--- config.mk ---
export PLATFORM = sky130hd
export DESIGN_NAME = sc_uart
export DESIGN_NICKNAME = d
export VERILOG_FILES = /design/src/rtl/sc_uart_pkg.sv /design/src/rtl/sc_baud_gen.sv /design/src/rtl/sc_tx.sv /design/src/rtl/sc_rx.sv /design/src/rtl/sc_uart.sv
export SDC_FILE = /design/constraint.sdc
export NUM_CORES = 1
export LEC_CHECK = 0
export BUFFER_PORTS_ARGS = -buffer_cell sky130_fd_sc_hd__buf_2
export CAP_MARGIN = 10
export CORE_AREA = 2 2 99 101
export DETAILED_ROUTE_END_ITERATION = 10
export DIE_AREA = 0 0 101 103
export HOLD_SLACK_MARGIN = 0.03
export PLACE_DENSITY = 0.65
export SLEW_MARGIN = 40
export SYNTH_ARGS = -nofsm -noshare
export SYNTH_HDL_FRONTEND = slang
export SYNTH_SLANG_ARGS = --single-unit
export TNS_END_PERCENT = 20
--- constraint.sdc ---
create_clock -name clk -period 2.26 [get_ports clk]
set_input_delay 0.452 -clock clk [delete_from_list [all_inputs] [get_ports clk]]
set_output_delay 0.452 -clock clk [all_outputs]
set_load 0.005 [all_outputs]
--- src/rtl/sc_uart_pkg.sv ---
package sc_uart_pkg;
  localparam int unsigned SC_DATA_W = 8;

  typedef enum logic {
    TX_IDLE  = 1'b0,
    TX_SHIFT = 1'b1
  } tx_state_t;

  typedef enum logic [2:0] {
    RX_IDLE  = 3'd0,
    RX_START = 3'd1,
    RX_DATA  = 3'd2,
    RX_HALF  = 3'd3,
    RX_FLAG  = 3'd4
  } rx_state_t;

  // even parity bit: makes the count of ones across data and parity even
  function automatic logic even_par(input logic [SC_DATA_W-1:0] d);
    return ^d;
  endfunction
endpackage

--- src/rtl/sc_baud_gen.sv ---
module sc_baud_gen #(
  parameter int unsigned DIV_W    = 8,
  parameter int unsigned PRE_MID  = 8,
  parameter int unsigned PRE_SLOW = 32
) (
  input  logic             clk,
  input  logic             rst_n,
  input  logic [DIV_W-1:0] div_val,
  input  logic [1:0]       src_sel,
  output logic             os_tick
);
  localparam int unsigned PRE_W = $clog2(PRE_SLOW);

  logic [PRE_W-1:0] pre_q, pre_d, pre_lim;
  logic [DIV_W-1:0] bc_q, bc_d;
  logic             pre_tick;
  logic             bc_wrap;

  always_comb begin
    case (src_sel)
      2'd0:    pre_lim = '0;
      2'd1:    pre_lim = PRE_W'(PRE_MID - 1);
      default: pre_lim = PRE_W'(PRE_SLOW - 1);
    endcase
    pre_tick = (pre_q >= pre_lim);
    pre_d    = pre_tick ? '0 : pre_q + 1'b1;
    bc_wrap  = (bc_q >= div_val);
    bc_d     = bc_q;
    if (pre_tick) begin
      bc_d = bc_wrap ? '0 : bc_q + 1'b1;
    end
    os_tick = pre_tick && bc_wrap;
  end

  always_ff @(posedge clk or negedge rst_n) begin
    if (!rst_n) begin
      pre_q <= '0;
      bc_q  <= '0;
    end else begin
      pre_q <= pre_d;
      bc_q  <= bc_d;
    end
  end
endmodule

--- src/rtl/sc_tx.sv ---
module sc_tx
  import sc_uart_pkg::*;
#(
  parameter int unsigned DATA_W = SC_DATA_W,
  parameter int unsigned OVS    = 16
) (
  input  logic              clk,
  input  logic              rst_n,
  input  logic              os_tick,
  input  logic              en,
  input  logic              buf_full,
  input  logic [DATA_W-1:0] buf_data,
  input  logic              line_s,
  output logic              load,
  output logic              done,
  output logic              busy,
  output logic              drive_low,
  output logic              stop_low
);
  localparam int unsigned FRAME_BITS = DATA_W + 3;
  localparam int unsigned SUB_W      = $clog2(OVS);
  localparam int unsigned IDX_W      = $clog2(FRAME_BITS);
  localparam int unsigned SUB_MID    = OVS / 2;

  tx_state_t             st_q, st_d;
  logic [FRAME_BITS-1:0] sh_q, sh_d;
  logic [SUB_W-1:0]      sub_q, sub_d;
  logic [IDX_W-1:0]      idx_q, idx_d;
  logic                  adv, last_sub, at_stop;

  always_comb begin
    load      = (st_q == TX_IDLE) && en && buf_full && os_tick;
    adv       = (st_q == TX_SHIFT) && en && os_tick;
    last_sub  = (sub_q == SUB_W'(OVS - 1));
    at_stop   = (idx_q == IDX_W'(FRAME_BITS - 1));
    done      = adv && last_sub && at_stop;
    stop_low  = adv && at_stop && (sub_q == SUB_W'(SUB_MID)) && !line_s;
    busy      = (st_q == TX_SHIFT);
    drive_low = (st_q == TX_SHIFT) && !sh_q[0];

    st_d  = st_q;
    sh_d  = sh_q;
    sub_d = sub_q;
    idx_d = idx_q;
    if (load) begin
      st_d  = TX_SHIFT;
      sh_d  = {1'b1, even_par(buf_data), buf_data, 1'b0};
      sub_d = '0;
      idx_d = '0;
    end else if (adv) begin
      if (last_sub) begin
        sub_d = '0;
        sh_d  = {1'b1, sh_q[FRAME_BITS-1:1]};
        idx_d = idx_q + 1'b1;
        if (at_stop) begin
          st_d = TX_IDLE;
        end
      end else begin
        sub_d = sub_q + 1'b1;
      end
    end
  end

  always_ff @(posedge clk or negedge rst_n) begin
    if (!rst_n) begin
      st_q  <= TX_IDLE;
      sh_q  <= '1;
      sub_q <= '0;
      idx_q <= '0;
    end else begin
      st_q  <= st_d;
      sh_q  <= sh_d;
      sub_q <= sub_d;
      idx_q <= idx_d;
    end
  end
endmodule

--- src/rtl/sc_rx.sv ---
module sc_rx
  import sc_uart_pkg::*;
#(
  parameter int unsigned DATA_W = SC_DATA_W,
  parameter int unsigned OVS    = 16
) (
  input  logic              clk,
  input  logic              rst_n,
  input  logic              os_tick,
  input  logic              en,
  input  logic              line_s,
  output logic              cap,
  output logic [DATA_W-1:0] cap_data,
  output logic              cap_perr,
  output logic              drive_low
);
  localparam int unsigned DBITS   = DATA_W + 1;
  localparam int unsigned SUB_W   = $clog2(OVS);
  localparam int unsigned CNT_W   = $clog2(DBITS + 1);
  localparam int unsigned SUB_MID = OVS / 2;

  rx_state_t         st_q, st_d;
  logic [DBITS-1:0]  sh_q, sh_d;
  logic [SUB_W-1:0]  sub_q, sub_d;
  logic [CNT_W-1:0]  cnt_q, cnt_d;
  logic              tick;

  always_comb begin
    tick      = os_tick && en;
    cap_data  = sh_q[DATA_W-1:0];
    cap_perr  = ^sh_q;
    drive_low = (st_q == RX_FLAG);
    cap       = 1'b0;

    st_d  = st_q;
    sh_d  = sh_q;
    sub_d = sub_q;
    cnt_d = cnt_q;
    if (tick) begin
      case (st_q)
        RX_IDLE: begin
          if (!line_s) begin
            st_d  = RX_START;
            sub_d = '0;
          end
        end
        RX_START: begin
          if (sub_q == SUB_W'(SUB_MID - 1)) begin
            sub_d = '0;
            cnt_d = '0;
            st_d  = line_s ? RX_IDLE : RX_DATA;
          end else begin
            sub_d = sub_q + 1'b1;
          end
        end
        RX_DATA: begin
          if (sub_q == SUB_W'(OVS - 1)) begin
            sub_d = '0;
            sh_d  = {line_s, sh_q[DBITS-1:1]};
            cnt_d = cnt_q + 1'b1;
            if (cnt_q == CNT_W'(DBITS - 1)) begin
              st_d = RX_HALF;
            end
          end else begin
            sub_d = sub_q + 1'b1;
          end
        end
        RX_HALF: begin
          if (sub_q == SUB_W'(SUB_MID - 1)) begin
            cap   = 1'b1;
            sub_d = '0;
            st_d  = cap_perr ? RX_FLAG : RX_IDLE;
          end else begin
            sub_d = sub_q + 1'b1;
          end
        end
        RX_FLAG: begin
          if (sub_q == SUB_W'(OVS - 1)) begin
            sub_d = '0;
            st_d  = RX_IDLE;
          end else begin
            sub_d = sub_q + 1'b1;
          end
        end
        default: st_d = RX_IDLE;
      endcase
    end
  end

  always_ff @(posedge clk or negedge rst_n) begin
    if (!rst_n) begin
      st_q  <= RX_IDLE;
      sh_q  <= '0;
      sub_q <= '0;
      cnt_q <= '0;
    end else begin
      st_q  <= st_d;
      sh_q  <= sh_d;
      sub_q <= sub_d;
      cnt_q <= cnt_d;
    end
  end
endmodule

--- src/rtl/sc_uart.sv ---
module sc_uart
  import sc_uart_pkg::*;
#(
  parameter int unsigned DIV_W  = 8,
  parameter int unsigned DATA_W = SC_DATA_W,
  parameter int unsigned OVS    = 16
) (
  input  logic              clk,
  input  logic              rst_n,
  input  logic [DIV_W-1:0]  baud_div,
  input  logic [1:0]        clk_sel,
  input  logic              tx_en,
  input  logic              rx_en,
  input  logic              tx_irq_sel,
  input  logic              tx_wr,
  input  logic [DATA_W-1:0] tx_wdata,
  input  logic              rx_rd,
  output logic [DATA_W-1:0] rx_rdata,
  output logic              tx_buf_empty,
  output logic              tx_reg_empty,
  output logic              rx_full,
  output logic              par_err,
  input  logic              par_err_clr,
  output logic              peer_err,
  input  logic              peer_err_clr,
  output logic              tx_irq,
  input  logic              tx_irq_clr,
  output logic              rx_irq,
  input  logic              rx_irq_clr,
  input  logic              line_in,
  output logic              line_pull_low
);
  logic [1:0]        rst_sync;
  logic              rst_s;
  logic [1:0]        line_sync;
  logic              line_s;
  logic              os_tick;
  logic              tx_load, tx_done, tx_busy, tx_drive_low, tx_stop_low;
  logic              rx_cap, rx_cap_perr, rx_drive_low;
  logic [DATA_W-1:0] rx_cap_data;

  logic              buf_full_q, buf_full_d;
  logic [DATA_W-1:0] buf_q, buf_d;
  logic [DATA_W-1:0] rbuf_q, rbuf_d;
  logic              rx_full_q, rx_full_d;
  logic              perr_q, perr_d;
  logic              peer_q, peer_d;
  logic              txi_q, txi_d, tx_irq_set;
  logic              rxi_q, rxi_d;

  // reset: asserted asynchronously, released on the clock
  always_ff @(posedge clk or negedge rst_n) begin
    if (!rst_n) rst_sync <= 2'b00;
    else        rst_sync <= {rst_sync[0], 1'b1};
  end
  assign rst_s = rst_sync[1];

  // the shared line is asynchronous to clk
  always_ff @(posedge clk or negedge rst_s) begin
    if (!rst_s) line_sync <= 2'b11;
    else        line_sync <= {line_sync[0], line_in};
  end
  assign line_s = line_sync[1];

  sc_baud_gen #(.DIV_W(DIV_W)) u_baud (
    .clk     (clk),
    .rst_n   (rst_s),
    .div_val (baud_div),
    .src_sel (clk_sel),
    .os_tick (os_tick)
  );

  sc_tx #(.DATA_W(DATA_W), .OVS(OVS)) u_tx (
    .clk       (clk),
    .rst_n     (rst_s),
    .os_tick   (os_tick),
    .en        (tx_en),
    .buf_full  (buf_full_q),
    .buf_data  (buf_q),
    .line_s    (line_s),
    .load      (tx_load),
    .done      (tx_done),
    .busy      (tx_busy),
    .drive_low (tx_drive_low),
    .stop_low  (tx_stop_low)
  );

  sc_rx #(.DATA_W(DATA_W), .OVS(OVS)) u_rx (
    .clk       (clk),
    .rst_n     (rst_s),
    .os_tick   (os_tick),
    .en        (rx_en),
    .line_s    (line_s),
    .cap       (rx_cap),
    .cap_data  (rx_cap_data),
    .cap_perr  (rx_cap_perr),
    .drive_low (rx_drive_low)
  );

  always_comb begin
    buf_full_d = tx_load ? 1'b0 : buf_full_q;
    buf_d      = buf_q;
    if (tx_wr) begin
      buf_full_d = 1'b1;
      buf_d      = tx_wdata;
    end
    rbuf_d     = rx_cap ? rx_cap_data : rbuf_q;
    rx_full_d  = rx_cap | (rx_full_q & ~rx_rd);
    perr_d     = (rx_cap & rx_cap_perr) | (perr_q & ~par_err_clr);
    peer_d     = tx_stop_low | (peer_q & ~peer_err_clr);
    tx_irq_set = tx_irq_sel ? tx_done : tx_load;
    txi_d      = tx_irq_set | (txi_q & ~tx_irq_clr);
    rxi_d      = rx_cap | (rxi_q & ~rx_irq_clr);
  end

  always_ff @(posedge clk or negedge rst_s) begin
    if (!rst_s) begin
      buf_full_q <= 1'b0;
      buf_q      <= '0;
      rbuf_q     <= '0;
      rx_full_q  <= 1'b0;
      perr_q     <= 1'b0;
      peer_q     <= 1'b0;
      txi_q      <= 1'b0;
      rxi_q      <= 1'b0;
    end else begin
      buf_full_q <= buf_full_d;
      buf_q      <= buf_d;
      rbuf_q     <= rbuf_d;
      rx_full_q  <= rx_full_d;
      perr_q     <= perr_d;
      peer_q     <= peer_d;
      txi_q      <= txi_d;
      rxi_q      <= rxi_d;
    end
  end

  assign rx_rdata      = rbuf_q;
  assign tx_buf_empty  = ~buf_full_q;
  assign tx_reg_empty  = ~tx_busy;
  assign rx_full       = rx_full_q;
  assign par_err       = perr_q;
  assign peer_err      = peer_q;
  assign tx_irq        = txi_q;
  assign rx_irq        = rxi_q;
  assign line_pull_low = tx_drive_low | rx_drive_low;
endmodule

==> flow_results.xml <==
<?xml version="1.0" encoding="UTF-8"?>
<metrics>
  <group name="outcome">
    <metric name="run_status" unit="">finished with violations</metric>
    <metric name="failed_checks" unit="">negative setup slack</metric>
  </group>
  <group name="timing">
    <metric name="timing.max_slew.rel_slack" unit="%">63.1</metric>
    <metric name="finalSetupViolations" unit="">32</metric>
    <metric name="setup_repair_after_global_routing_missed_its_margin" unit="">yes</metric>
    <metric name="fin_worst_skew" unit="ps">10.6</metric>
    <metric name="hold_slack" unit="ps">193</metric>
    <metric name="tightest_slew" unit="ps">549</metric>
    <metric name="finalHoldViolations" unit="">0</metric>
    <metric name="post-route-worst-setup-slack" unit="ps">-48.8</metric>
    <metric name="max_clock_freq" unit="MHz">433</metric>
    <metric name="finalMaxSlewViolations" unit="">0</metric>
    <metric name="post-route-min-period" unit="ps">2310</metric>
    <metric name="layout_worst_path_cycle_share" unit="%">102</metric>
  </group>
  <group name="floorplanning">
    <metric name="fp.dieArea" unit="mm^2">0.0104</metric>
    <metric name="initial_core_util" unit="%">43.5</metric>
    <metric name="dieWidth" unit="um">101</metric>
    <metric name="std_cell_rows" unit="">36</metric>
    <metric name="num_io_pins" unit="">46</metric>
    <metric name="core" unit="mm^2">0.00946</metric>
    <metric name="die_height" unit="um">103</metric>
  </group>
  <group name="clock_network">
    <metric name="tritoncts" unit="">built</metric>
    <metric name="cts_inserted_buffers" unit="">9</metric>
    <metric name="clkTransAtPathRegs" unit="ps">90</metric>
    <metric name="clk_root_buffer_cell" unit="">sky130_fd_sc_hd__clkbuf_8</metric>
    <metric name="ctsHtreeMaxLevel" unit="">3</metric>
    <metric name="clock_sink_count" unit="">78</metric>
    <metric name="worstSkewPairLatency" unit="ps">350</metric>
    <metric name="clock_tree.buffer_depth" unit="">2</metric>
  </group>
  <group name="placed_design">
    <metric name="sum_of_net_half_perimeters_after_detailed_placement" unit="mm">6.16</metric>
    <metric name="pre_cts_ws" unit="ps">-361</metric>
    <metric name="gp_congestion" unit="">0.821</metric>
    <metric name="placed_area" unit="mm^2">0.00487</metric>
    <metric name="placement.io_buffers" unit="">45</metric>
  </group>
  <group name="setup_path">
    <metric name="timing.critical_path.arrival" unit="ps">2590</metric>
    <metric name="crit_path_max_fo" unit="">19</metric>
    <metric name="timing.critical_path.slowest_cell_delay" unit="ps">570</metric>
    <metric name="crit_chain" unit="">ha_4, o21ai_4, or4_4, buf_6, a2111oi_4, buf_12, nor2_1, a31oi_1</metric>
    <metric name="cp_slowest_cell" unit="">sky130_fd_sc_hd__or4_4</metric>
    <metric name="required" unit="ps">2540</metric>
    <metric name="criticalPathCategory" unit="">flop to flop</metric>
    <metric name="timing.critical_path.from_type" unit="">flop</metric>
    <metric name="worstSetupEndpointType" unit="">flop</metric>
  </group>
  <group name="cells_and_area">
    <metric name="finalInstanceArea" unit="mm^2">0.00517</metric>
    <metric name="area_growth" unit="%">25.7</metric>
    <metric name="n_antenna_cell" unit="">0</metric>
    <metric name="number_of_fill_cells" unit="">839</metric>
    <metric name="fraction_of_final_layout_cells_sized_beyond_drive_strength_1" unit="%">35.0</metric>
    <metric name="seq_area" unit="mm^2">0.00197</metric>
    <metric name="layout.nets" unit="">529</metric>
    <metric name="total_area_of_multi_input_combinational_cells" unit="mm^2">0.00213</metric>
  </group>
  <group name="routing">
    <metric name="drt_first_pass_iters" unit="">4</metric>
    <metric name="drc" unit="">0</metric>
    <metric name="routed-via-count" unit="">3184</metric>
    <metric name="totalWireLength" unit="mm">8.36</metric>
    <metric name="detail-route-antenna-nets" unit="">0</metric>
    <metric name="route.detailed.vias_per_inst" unit="">5.33</metric>
    <metric name="detail_route.iter0.violations" unit="">149</metric>
    <metric name="routedWlPerCell" unit="um">14.0</metric>
  </group>
  <group name="synthesis">
    <metric name="synth.lib_cells_used.distinct" unit="">59</metric>
    <metric name="synth_sequential_area_ratio" unit="%">47.8</metric>
    <metric name="synth.cell_area" unit="mm^2">0.00411</metric>
    <metric name="synth.top_cells.by_area" unit="">sky130_fd_sc_hd__dfrtp_1 40%, sky130_fd_sc_hd__dfstp_2 7.7%, sky130_fd_sc_hd__ha_1 6.4%</metric>
    <metric name="edff_count_synth" unit="">0</metric>
    <metric name="synth.largest_area_cell" unit="">sky130_fd_sc_hd__dfrtp_1</metric>
    <metric name="ys_async_sr_fraction" unit="%">100</metric>
    <metric name="ys_ff_latch" unit="">78</metric>
    <metric name="postSynth.topFlopCell" unit="">sky130_fd_sc_hd__dfrtp_1</metric>
    <metric name="post_synth_inst_count" unit="">394</metric>
    <metric name="synth_fp_nets" unit="">445</metric>
    <metric name="synth_top_area_share" unit="%">40.2</metric>
    <metric name="postSynthAreaPerCell" unit="um^2">10.4</metric>
    <metric name="post-synth-top-count-cell" unit="">sky130_fd_sc_hd__dfrtp_1</metric>
    <metric name="ys_warn_count" unit="">0</metric>
    <metric name="synthTopCellsByCount" unit="">66 x sky130_fd_sc_hd__dfrtp_1, 36 x sky130_fd_sc_hd__nand2_1, 32 x sky130_fd_sc_hd__inv_1</metric>
  </group>
  <group name="grt">
    <metric name="antenna_found_initial" unit="">0</metric>
    <metric name="vias_in_the_first_global_route" unit="">3224</metric>
    <metric name="largest_net_degree_at_the_start_of_global_routing" unit="">56</metric>
    <metric name="overflow" unit="">0</metric>
    <metric name="first_pass_grt_wire_length" unit="mm">14.5</metric>
    <metric name="track_usage" unit="%">17.6</metric>
  </group>
  <group name="power_and_ir_drop">
    <metric name="powerDensity" unit="mW/mm^2">873</metric>
    <metric name="power.leakage" unit="nW">2.37</metric>
    <metric name="finalPower" unit="mW">4.51</metric>
    <metric name="vdd_ir_drop_max" unit="V">0.000410</metric>
  </group>
  <group name="min_path">
    <metric name="min-delay-path-class" unit="">primary input to flop</metric>
  </group>
  <group name="run">
    <metric name="maxCapViolCount" unit="">0</metric>
  </group>
</metrics>
layout make-up:
cell class | instances | share of cell area (%)
multi-input combinational | 271 | 41.2
sequential | 78 | 38.1
timing repair buffer | 86 | 10.9
tap | 114 | 2.76
clock buffer | 10 | 2.66
inverter | 32 | 2.56
clock inverter | 6 | 1.81
repair_timing:
action                                 4_1_cts  5_1_grt
resized for setup                            5        6
endpoints found under the hold margin        2        0
cloned                                       0        0
hold buffers                                 1        0
setup endpoints to repair                   41       50
setup buffers                                1        0
pin swaps                                    2        7
cell usage in the layout, fill, tap and decap left out, types with 3 or more instances in the layout:
master / n
sky130_fd_sc_hd__dfrtp_1: 65
sky130_fd_sc_hd__buf_2: 45
sky130_fd_sc_hd__buf_4: 37
sky130_fd_sc_hd__nand2_1: 36
sky130_fd_sc_hd__nor2_1: 29
sky130_fd_sc_hd__inv_1: 26
sky130_fd_sc_hd__o21ai_1: 16
sky130_fd_sc_hd__ha_1: 15
sky130_fd_sc_hd__xnor2_1: 14
sky130_fd_sc_hd__dfstp_2: 12
sky130_fd_sc_hd__nand3_1: 11
sky130_fd_sc_hd__mux2_2: 11
sky130_fd_sc_hd__a21oi_1: 10
sky130_fd_sc_hd__clkbuf_8: 10
sky130_fd_sc_hd__mux2_1: 9
sky130_fd_sc_hd__a31oi_1: 9
sky130_fd_sc_hd__mux2_4: 9
sky130_fd_sc_hd__xor2_1: 7
sky130_fd_sc_hd__o21ai_0: 7
sky130_fd_sc_hd__and3_1: 6
sky130_fd_sc_hd__nand4_1: 6
sky130_fd_sc_hd__ha_4: 6
sky130_fd_sc_hd__o22ai_1: 5
sky130_fd_sc_hd__inv_2: 4
sky130_fd_sc_hd__nor3_1: 4
sky130_fd_sc_hd__o2bb2ai_1: 4
sky130_fd_sc_hd__nand2b_1: 3
sky130_fd_sc_hd__or4_1: 3
sky130_fd_sc_hd__o31ai_1: 3
layer usage:
layer	vias up	track usage (%)	wire length, um
li1	1564	-	-
met1	1556	22.5	3830
met2	54	29.4	4100
met3	10	3.25	307
met4	0	7.48	119
met5	-	0	0
worst max-delay path: cells and delay by family (launching register included):
| kind | cells | cell delay [ps] |
|---|---|---|
| DFF | 1 | 420 |
| adders and majority gates | 1 | 290 |
| buffers and inverters | 2 | 360 |
| and+or+nand+nor | 2 | 620 |
| AOI/OAI and AO/OA | 3 | 550 |
report_power, final:
group          total, mW  switching, mW  internal (mW)
clock               1.19          0.532          0.660
sequential          1.93          0.228           1.70
combinational       1.39          0.717          0.677
cells by family after synthesis:
logic type,Yosys count,synth area share [%]
compound gates,83,15.1
xor+xnor,21,4.47
fa+ha+maj,21,6.39
buf+inv,45,4.53
flops,78,47.8
mux,30,8.18
other cells,1,0.0912
simple gates,115,13.4
metrics by stage:
step / util, % / cells / setup TNS, ps
6_report: 54.7 / 597 / -862
5_1_grt: 54.7 / 597 / -3700
3_3_place_gp: 51.5 / 579 / -10960
3_5_place_dp: 51.5 / 579 / -12580
2_1_floorplan: - / 394 / -5570
4_1_cts: 54.4 / 597 / -1080
path summary, 6_finish.rpt:
kind	from	endpoint	slack, ps	cells past startpoint
max	u_baud.bc_q[3]$_DFFE_PN0N_	u_tx.sh_q[2]$_DFFE_PN1P_	-50	8
min	line_in	line_sync[0]$_DFF_PN1_	190	1
max reg2reg	u_baud.bc_q[3]$_DFFE_PN0N_	u_tx.sh_q[2]$_DFFE_PN1P_	-50	8
min reg2reg	rst_sync[1]$_DFF_PN0_	rx_rdata[5]$_DFFE_PN0P_	240	0
max in group asynchronous	rst_sync[1]$_DFF_PN0_	u_tx.sh_q[0]$_DFFE_PN1P_	1310	1
min in group asynchronous	rst_sync[1]$_DFF_PN0_	rx_rdata[5]$_DFFE_PN0P_	240	0
sequential cells by signal, indices dropped and copies added (netlist names), 2 cells and up:
signal        count
u_rx.sub_q        4
u_rx.cnt_q        4
u_rx.st_q         3
u_tx.sub_q        4
u_tx.sh_q        10
u_baud.pre_q      5
rst_sync          2
u_rx.sh_q         9
u_tx.idx_q        4
line_sync         2
buf_q             8
u_baud.bc_q       8
rx_rdata          8
No activity file was read; power rests on OpenSTA's default activity.
